--- src/rtl/lpc_eot_pkg.sv ---
package lpc_eot_pkg;
  localparam int CODE_W = 4;
  // Ready codes that end the transfer (clean and with error)
  localparam logic [CODE_W-1:0] SYNC_DONE     = 4'b0000;
  localparam logic [CODE_W-1:0] SYNC_DONE_ERR = 4'b1010;
  // Ready code that asks for more data
  localparam logic [CODE_W-1:0] SYNC_MORE     = 4'b1001;

  typedef struct packed {
    logic captureLo;
    logic captureHi;
    logic padHi;
    logic publish;
  } eot_strobe_t;
endpackage

--- src/rtl/lpc_eot_ctrl.sv ---
module lpc_eot_ctrl
  import lpc_eot_pkg::*;
#(
  parameter int CHAN_W = 3
) (
  input  logic              clk,
  input  logic              rstN,
  input  logic              grantValid,
  input  logic [CHAN_W-1:0] grantChan,
  input  logic              start,
  input  logic              wideXfer,
  input  logic              writeXfer,
  input  logic              syncValid,
  input  logic [CODE_W-1:0] syncCode,
  output logic              reqActive,
  output logic [CHAN_W-1:0] reqChan,
  output logic              byteDone,
  output logic              cycleDone,
  output logic              cutShort,
  output logic              errFlag,
  output eot_strobe_t       strb
);
  logic active, wideQ, writeQ, byteIdx;
  logic startOk, isTerm, isMore, evt, lastByte, closeNow, shortNow;

  always_comb begin
    startOk  = start & grantValid;
    isTerm   = (syncCode == SYNC_DONE) | (syncCode == SYNC_DONE_ERR);
    isMore   = (syncCode == SYNC_MORE);
    // A start in the same clock wins over a SYNC strobe
    evt      = active & grantValid & syncValid & ~startOk & (isTerm | isMore);
    lastByte = ~wideQ | byteIdx;
    closeNow = evt & (isTerm | lastByte);
    shortNow = evt & isTerm & ~lastByte;
    strb.captureLo = evt & ~byteIdx;
    strb.captureHi = evt & byteIdx;
    strb.padHi     = closeNow & writeQ & ~byteIdx;
    strb.publish   = closeNow & writeQ;
  end

  always_ff @(posedge clk) begin
    if (!rstN) begin
      active    <= 1'b0;
      wideQ     <= 1'b0;
      writeQ    <= 1'b0;
      byteIdx   <= 1'b0;
      reqActive <= 1'b0;
      reqChan   <= '0;
      byteDone  <= 1'b0;
      cycleDone <= 1'b0;
      cutShort  <= 1'b0;
      errFlag   <= 1'b0;
    end else begin
      byteDone  <= evt;
      cycleDone <= closeNow;
      cutShort  <= shortNow;
      if (!grantValid) begin
        active    <= 1'b0;
        reqActive <= 1'b0;
      end else if (startOk) begin
        active    <= 1'b1;
        reqActive <= 1'b1;
        reqChan   <= grantChan;
        wideQ     <= wideXfer;
        writeQ    <= writeXfer;
        byteIdx   <= 1'b0;
        errFlag   <= 1'b0;
      end else if (evt) begin
        if (closeNow) active  <= 1'b0;
        else          byteIdx <= 1'b1;
        if (isTerm)   reqActive <= 1'b0;
        if (shortNow) errFlag   <= 1'b1;
      end
    end
  end


  more_last_hold_chk: assert property (@(posedge clk) disable iff (!rstN)
    (evt && isMore && lastByte) |=> (reqActive && cycleDone && !cutShort));

  short_err_chk: assert property (@(posedge clk) disable iff (!rstN)
    shortNow |=> (cutShort && errFlag && !reqActive && cycleDone));

  full_term_chk: assert property (@(posedge clk) disable iff (!rstN)
    (evt && isTerm && lastByte) |=> (!reqActive && !cutShort));

  nogrant_drop_chk: assert property (@(posedge clk) disable iff (!rstN)
    !grantValid |=> (!reqActive && !byteDone));

  err_sticky_chk: assert property (@(posedge clk) disable iff (!rstN)
    (errFlag && !startOk) |=> errFlag);

  cut_implies_done_chk: assert property (@(posedge clk) disable iff (!rstN)
    cutShort |-> (cycleDone && byteDone));
endmodule

--- src/rtl/lpc_eot_dpath.sv ---
module lpc_eot_dpath
  import lpc_eot_pkg::*;
#(
  parameter int          DATA_W    = 8,
  parameter logic [DATA_W-1:0] PAD_VALUE = 8'hA5
) (
  input  logic                clk,
  input  logic                rstN,
  input  eot_strobe_t         strb,
  input  logic [DATA_W-1:0]   dataIn,
  output logic                wordValid,
  output logic [2*DATA_W-1:0] wordOut
);
  logic [DATA_W-1:0] loByte, hiByte;

  always_ff @(posedge clk) begin
    if (!rstN) begin
      loByte    <= '0;
      hiByte    <= '0;
      wordValid <= 1'b0;
    end else begin
      wordValid <= strb.publish;
      if (strb.captureLo) loByte <= dataIn;
      if (strb.captureHi) hiByte <= dataIn;
      else if (strb.padHi) hiByte <= PAD_VALUE;
    end
  end

  assign wordOut = {hiByte, loByte};


  pad_fill_chk: assert property (@(posedge clk) disable iff (!rstN)
    strb.padHi |=> (wordValid && wordOut[2*DATA_W-1:DATA_W] == PAD_VALUE));

  lo_capture_chk: assert property (@(posedge clk) disable iff (!rstN)
    (strb.captureLo && strb.publish) |=> (wordOut[DATA_W-1:0] == $past(dataIn)));
endmodule

--- src/rtl/lpc_dma_eot.sv ---
module lpc_dma_eot
  import lpc_eot_pkg::*;
#(
  parameter int                CHAN_W    = 3,
  parameter int                DATA_W    = 8,
  parameter logic [DATA_W-1:0] PAD_VALUE = 8'hA5
) (
  input  logic                clk,
  input  logic                rstN,
  input  logic                grantValid,
  input  logic [CHAN_W-1:0]   grantChan,
  input  logic                start,
  input  logic                wideXfer,
  input  logic                writeXfer,
  input  logic                syncValid,
  input  logic [3:0]          syncCode,
  input  logic [DATA_W-1:0]   dataIn,
  output logic                reqActive,
  output logic [CHAN_W-1:0]   reqChan,
  output logic                byteDone,
  output logic                cycleDone,
  output logic                cutShort,
  output logic                errFlag,
  output logic                wordValid,
  output logic [2*DATA_W-1:0] wordOut
);
  eot_strobe_t strb;

  lpc_eot_ctrl #(.CHAN_W(CHAN_W)) u_ctrl (
    .clk(clk), .rstN(rstN), .grantValid(grantValid), .grantChan(grantChan),
    .start(start), .wideXfer(wideXfer), .writeXfer(writeXfer),
    .syncValid(syncValid), .syncCode(syncCode),
    .reqActive(reqActive), .reqChan(reqChan), .byteDone(byteDone),
    .cycleDone(cycleDone), .cutShort(cutShort), .errFlag(errFlag), .strb(strb)
  );

  lpc_eot_dpath #(.DATA_W(DATA_W), .PAD_VALUE(PAD_VALUE)) u_dpath (
    .clk(clk), .rstN(rstN), .strb(strb), .dataIn(dataIn),
    .wordValid(wordValid), .wordOut(wordOut)
  );


  reset_quiet_chk: assert property (@(posedge clk)
    !rstN |=> (!reqActive && !byteDone && !cycleDone && !cutShort && !errFlag && !wordValid));

  word_with_close_chk: assert property (@(posedge clk) disable iff (!rstN)
    wordValid |-> cycleDone);
endmodule

--- config.mk ---
export PLATFORM = sky130hd
export DESIGN_NAME = lpc_dma_eot
export DESIGN_NICKNAME = d
export VERILOG_FILES = /design/src/rtl/lpc_eot_pkg.sv /design/src/rtl/lpc_eot_ctrl.sv /design/src/rtl/lpc_eot_dpath.sv /design/src/rtl/lpc_dma_eot.sv
export SDC_FILE = /design/constraint.sdc
export NUM_CORES = 1
export LEC_CHECK = 0
export ABC_CLOCK_PERIOD_IN_PS = 2000
export BUFFER_PORTS_ARGS = -buffer_cell sky130_fd_sc_hd__clkbuf_2
export CAP_MARGIN = 40
export CELL_PAD_IN_SITES_DETAIL_PLACEMENT = 1
export CELL_PAD_IN_SITES_GLOBAL_PLACEMENT = 2
export CORE_MARGIN = 2
export CORE_UTILIZATION = 26
export CTS_CLUSTER_DIAMETER = 150
export DETAILED_ROUTE_END_ITERATION = 10
export PLACE_DENSITY_LB_ADDON = 0.1
export SYNTH_ARGS = -nofsm -noshare
export SYNTH_HDL_FRONTEND = slang
export SYNTH_SLANG_ARGS = --single-unit
--- constraint.sdc ---
create_clock -name clk -period 2 [get_ports clk]
set_clock_uncertainty 0.1 [all_clocks]
set_input_delay 0.5 -clock clk [delete_from_list [all_inputs] [get_ports clk]]
set_output_delay 0.5 -clock clk [all_outputs]
set_load 0.005 [all_outputs]
== Word-level counts from Yosys, hierarchy flattened ==
Cells that the tools add are included.

* Eq/ne operators: 3
* Muxes and demuxes: 14
* Bitwise gates (word level): 20
* Reductions and logical operators: 12

{| class="wikitable"
|+ Operators with widths
! operator !! number
|-
| two-way mux 8 bit || 2
|-
| AND 1 bit || 12
|-
| two-way mux 1 bit || 12
|-
| nonzero test 2 bit || 5
|-
| equality test 4 bit (second input constant) || 2
|-
| AND reduction 2 bit || 4
|-
| AND reduction 3 bit || 2
|-
| logical NOT 4 bit || 1
|-
| inverter 1 bit || 4
|-
| bitwise OR 1 bit || 4
|-
| != test 2 x 1 -> 1 bit (second input constant) || 1
|}

* Bits in registers: 29
* Input port bits: 22
* Output and inout port bits: 25
* Logic and storage cells: 62

== Longest topological paths before layout ==
* Word-level depth: 9
* Mapped depth: 8
* Gate-level depth less buffers: 5

== Cells and area by module ==
A second synthesis with hierarchy kept.

* Cells, all modules: 121
* Area, all modules: 1156.1 µm²

{| class="wikitable"
|+ By module, submodules not included
! module !! instances !! cells an instance !! area an instance (µm²) !! sequential area each (µm²)
|-
| lpc_eot_dpath || 1 || 58 || 644.4 || 340.3
|-
| lpc_eot_ctrl || 1 || 63 || 511.7 || 240.2
|}

== Worst setup path after synthesis ==
OpenSTA, ideal clock, no wires.

* Path kind: input to register
* Start point: in grantValid
* End point: reg u_dpath.loByte[5]
* Setup time: 74 ps
* Arrival time: 1482 ps
* Required time: 1826 ps
* Slack: 344 ps
* Stages: 8
* Buffers on the path: 3
* Cell sequence: buf_6 -> nand3b_4 -> nor3b_4 -> and3b_1 -> buf_6 -> buf_6 -> nand3_1 -> o21ai_0

* Word-level cells in the longest chain between the ends: 5
* Elaborated cells on any way between the ends: 7
* Those cells by class: bitwise: 7

{| class="wikitable"
|+ RTL lines
! what !! RTL line !! source
|-
| start, declared || lpc_dma_eot.sv:10 || <nowiki>input logic grantValid,</nowiki>
|-
| AND 1 bit (on tied branches) || lpc_eot_ctrl.sv:31, lpc_eot_ctrl.sv:27 ||
|-
| AND 1 bit or inverter 1 bit (tied branches) || lpc_eot_ctrl.sv:31 || <nowiki>evt = active & grantValid & syncValid & ~startOk & (isTerm | isMore);</nowiki>
|-
| AND 1 bit (*) (2 in a row) || lpc_eot_ctrl.sv:31 ||
|-
| AND 1 bit (*) || lpc_eot_ctrl.sv:35 || <nowiki>strb.captureLo = evt & ~byteIdx;</nowiki>
|-
| end signal, assigned || lpc_eot_dpath.sv:23 || <nowiki>if (strb.captureLo) loByte <= dataIn;</nowiki>
|-
| end, declared || lpc_eot_dpath.sv:14 || <nowiki>logic [DATA_W-1:0] loByte, hiByte;</nowiki>
|}

Every way passes the cells marked *; elsewhere a longest branch is shown, timed or not.
A chain may end at the register's enable or synchronous reset.

== Worst setup path in the final report ==
* Start point: reg u_ctrl.active
* End point: reg u_dpath.hiByte[0]

* Word-level cells in the longest chain between the ends: 8
* Elaborated cells on any way between the ends: 10
* Those cells by class: mux: 1; bitwise: 8; reduce/logical: 1

{| class="wikitable"
|+ RTL lines
! what !! RTL line !! source
|-
| start, declared || lpc_eot_ctrl.sv:23 || <nowiki>logic active, wideQ, writeQ, byteIdx;</nowiki>
|-
| start signal, assigned || lpc_eot_ctrl.sv:43 || <nowiki>active <= 1'b0;</nowiki>
|-
| start signal, assigned || lpc_eot_ctrl.sv:58 || <nowiki>active <= 1'b0;</nowiki>
|-
| start signal, assigned || lpc_eot_ctrl.sv:61 || <nowiki>active <= 1'b1;</nowiki>
|-
| AND 1 bit (*) (4 in a row) || lpc_eot_ctrl.sv:31 ||
|-
| AND 1 bit || lpc_eot_ctrl.sv:33 || <nowiki>closeNow = evt & (isTerm | lastByte);</nowiki>
|-
| AND 1 bit (2 in a row) || lpc_eot_ctrl.sv:37 || <nowiki>strb.padHi = closeNow & writeQ & ~byteIdx;</nowiki>
|-
| nonzero test 2 bit (no line) || - ||
|-
| end signal, assigned || lpc_eot_dpath.sv:24 || <nowiki>if (strb.captureHi) hiByte <= dataIn;</nowiki>
|-
| end, declared || lpc_eot_dpath.sv:14 ||
|}

Marks and branches as above.

==> results.sh <==
export IMPL_whs_ns=0.356
export IMPL_grt_setup_unrepaired="no"
export IMPL_synthTopCellsByArea="dfxtp_1, nand2_1, nand3_1"
export IMPL_antenna_left=0
export IMPL_pwr_share_comb=0.065
export IMPL_startpoint_type="flop"
export IMPL_root_buffer="clkbuf_8"
export IMPL_period_needed_ns=1.52
export IMPL_netlist_area_leader_share=0.498
export IMPL_maxCapViolCount=0
export IMPL_worstPathArrival_ns=1.64
export IMPL_fp_dieArea_um2=5040
export IMPL_cts_setup_buffers=0
export IMPL_outcome="completed"
export IMPL_syn_instance_count=125
export IMPL_cts_sinks=29
export IMPL_cts_max_level=2
export IMPL_regArea_um2=581
export IMPL_routed_wl_um=3000
export IMPL_final_setup_tns_ns=0
export IMPL_r2r_cells=5
export IMPL_holdCritPathClass="in -> reg"
export IMPL_hold_viol=0
export IMPL_power_switching_mw=0.274
export IMPL_antenna_found_initial=0
export IMPL_drc=0
export IMPL_cts_tree="yes"
export IMPL_yosysWarningCount=0
export IMPL_synth_cell_type_count=26
export IMPL_ys_seq_area_frac=0.498
export IMPL_fin_util=0.361
export IMPL_slew_violations=0
export IMPL_multi_input_area_um2=526
export IMPL_end_kind="flop"
export IMPL_num_io_pins=47
export IMPL_grt_pass1_vias=1063
export IMPL_relSlewSlack=0.678
export IMPL_gr_total_overflow=0
export IMPL_period_share=0.758
export IMPL_die_w_um=71.0
export IMPL_portBuffers=46
export IMPL_max_freq_mhz=659
export IMPL_power_density_nw_per_um2=834
export IMPL_clkPwrFrac=0.482
export IMPL_grt_pass1_wl_um=4990
export IMPL_crit_type="reg -> reg"
export IMPL_fin_nets=196
export IMPL_clock_latency_ns=0.27
export IMPL_setup_viol=0
export IMPL_synthToLayoutAreaGrowth_pct=33.8
export IMPL_clk_pin_slew_ns=0.06
export IMPL_synth_top_cell_by_area="dfxtp_1"
export IMPL_viasPerCell=4.63
export IMPL_rows=24
export IMPL_num_vias=1051
export IMPL_power_share_sequential=0.453
export IMPL_drive_gt1_frac=0.371
export IMPL_netlist_area_um2=1170
export IMPL_post_cts_resized=0
export IMPL_synth_net_count=147
export IMPL_worstMarginPinSlew_ns=0.483
export IMPL_post_place_ws_ns=0.187
export IMPL_hpwl_um=2300
export IMPL_cts_hold_buf=0
export IMPL_vdd_drop_max_mv=0.278
export IMPL_die_h_um=71.0
export IMPL_swShare=0.210
export IMPL_setup_slack_ns=0.483
export IMPL_cts_buffers=5
export IMPL_nFillCells=534
export IMPL_drtIter0Drc=27
export IMPL_diodes=0
export IMPL_grt_max_degree=27
export IMPL_grt_usage=0.126
export IMPL_intPower_mw=1.03
export IMPL_syn_avg_cell_area_um2=9.33
export IMPL_drtPass1Iterations=2
export IMPL_worst_ep_required_time_ns=2.12
export IMPL_p_leak_nw=0.686
export IMPL_globalplace_congestion=0.745
export IMPL_final_cell_mix="clkbuf_2, dfxtp_1, nand2_1"
export IMPL_avgRoutedWirePerCell_um=13.2
export IMPL_crit_fanout=8
export IMPL_start_util=0.270
export IMPL_whs_path_depth=3
export IMPL_core_area_um2=4320
export IMPL_mostFrequentLayoutCell="clkbuf_2"
export IMPL_cts_buffer_depth=2
export IMPL_synth_seq_cells=29
metrics by stage:
stage / std cells / instance area [µm²] / total power, mW
2_1_floorplan: 125 / 1170 / 0.648
3_3_place_gp: 219 / 1440 / 0.688
3_5_place_dp: 219 / 1440 / 0.689
4_1_cts: 227 / 1560 / 1.33
5_1_grt: 227 / 1560 / 1.36
6_report: 227 / 1560 / 1.30
sequential cells by signal, indices dropped and copies added, names as in the netlist:
register / flops
u_ctrl.active: 1
u_ctrl.reqActive: 1
u_ctrl.cutShort: 1
u_dpath.loByte: 8
u_ctrl.byteIdx: 1
u_ctrl.reqChan: 3
u_dpath.hiByte: 8
u_ctrl.errFlag: 1
u_ctrl.wideQ: 1
u_ctrl.writeQ: 1
u_ctrl.cycleDone: 1
u_ctrl.byteDone: 1
u_dpath.wordValid: 1
critical path: stages, from the launching register on:
cell and delay [ns]:
dfxtp_1 0.38, nand3b_4 0.09, nor3b_4 0.28, nand2_1 0.18, nor2_4 0.23, o221a_2 0.21
cells in the mapped netlist, drive strengths merged:
master  number
dfxtp       29
nand2       25
nand3       18
o21ai        9
a21boi       6
buf          5
o22ai        5
nor2         4
o221a        4
clkbuf       3
and2         2
nand2b       2
nand3b       2
xor2         2
a21o         1
and3         1
and3b        1
nor3         1
nor3b        1
o2111a       1
o21a         1
o21ba        1
o31ai        1
power groups by stage:
stage               combinational [mW]  clock (mW)  sequential, mW
floorplan                       0.0458           0           0.602
global placement                0.0855           0           0.602
detailed placement              0.0869           0           0.602
CTS                             0.0875       0.648           0.589
global route                    0.0952       0.675           0.590
finish                          0.0850       0.627           0.589
kinds of logic after synthesis:
family | share of synthesized area
DFF | 0.498
AOI/OAI and AO/OA | 0.180
xor gates and xnor gates | 0.0150
buffers and inverters | 0.0515
and+or+nand+nor | 0.255
worst paths after layout:
check	slack (ns)	endpoint	startpoint
max	0.48	u_dpath.hiByte[0]	u_ctrl.active
min	0.36	u_dpath.loByte[3]	dataIn[3]
max reg2reg	0.48	u_dpath.hiByte[0]	u_ctrl.active
min reg2reg	0.36	u_dpath.loByte[4]	u_dpath.loByte[4]
per-layer routing:
layer / vias up / share of wire / GRT usage
li1: 541 / - / -
met4: 0 / 0.0063 / 0.0377
met1: 480 / 0.46 / 0.154
met3: 2 / 0.062 / 0.0513
met2: 28 / 0.47 / 0.204
met5: - / 0 / 0
cell type report:
cell class,count,share of cell area
Multi-Input combinational cell,88,0.337
Tap cell,52,0.0417
Clock buffer,7,0.0553
Timing Repair Buffer,50,0.175
Sequential cell,29,0.372
Clock inverter,1,0.0192
(Power assumes the default switching activity.)
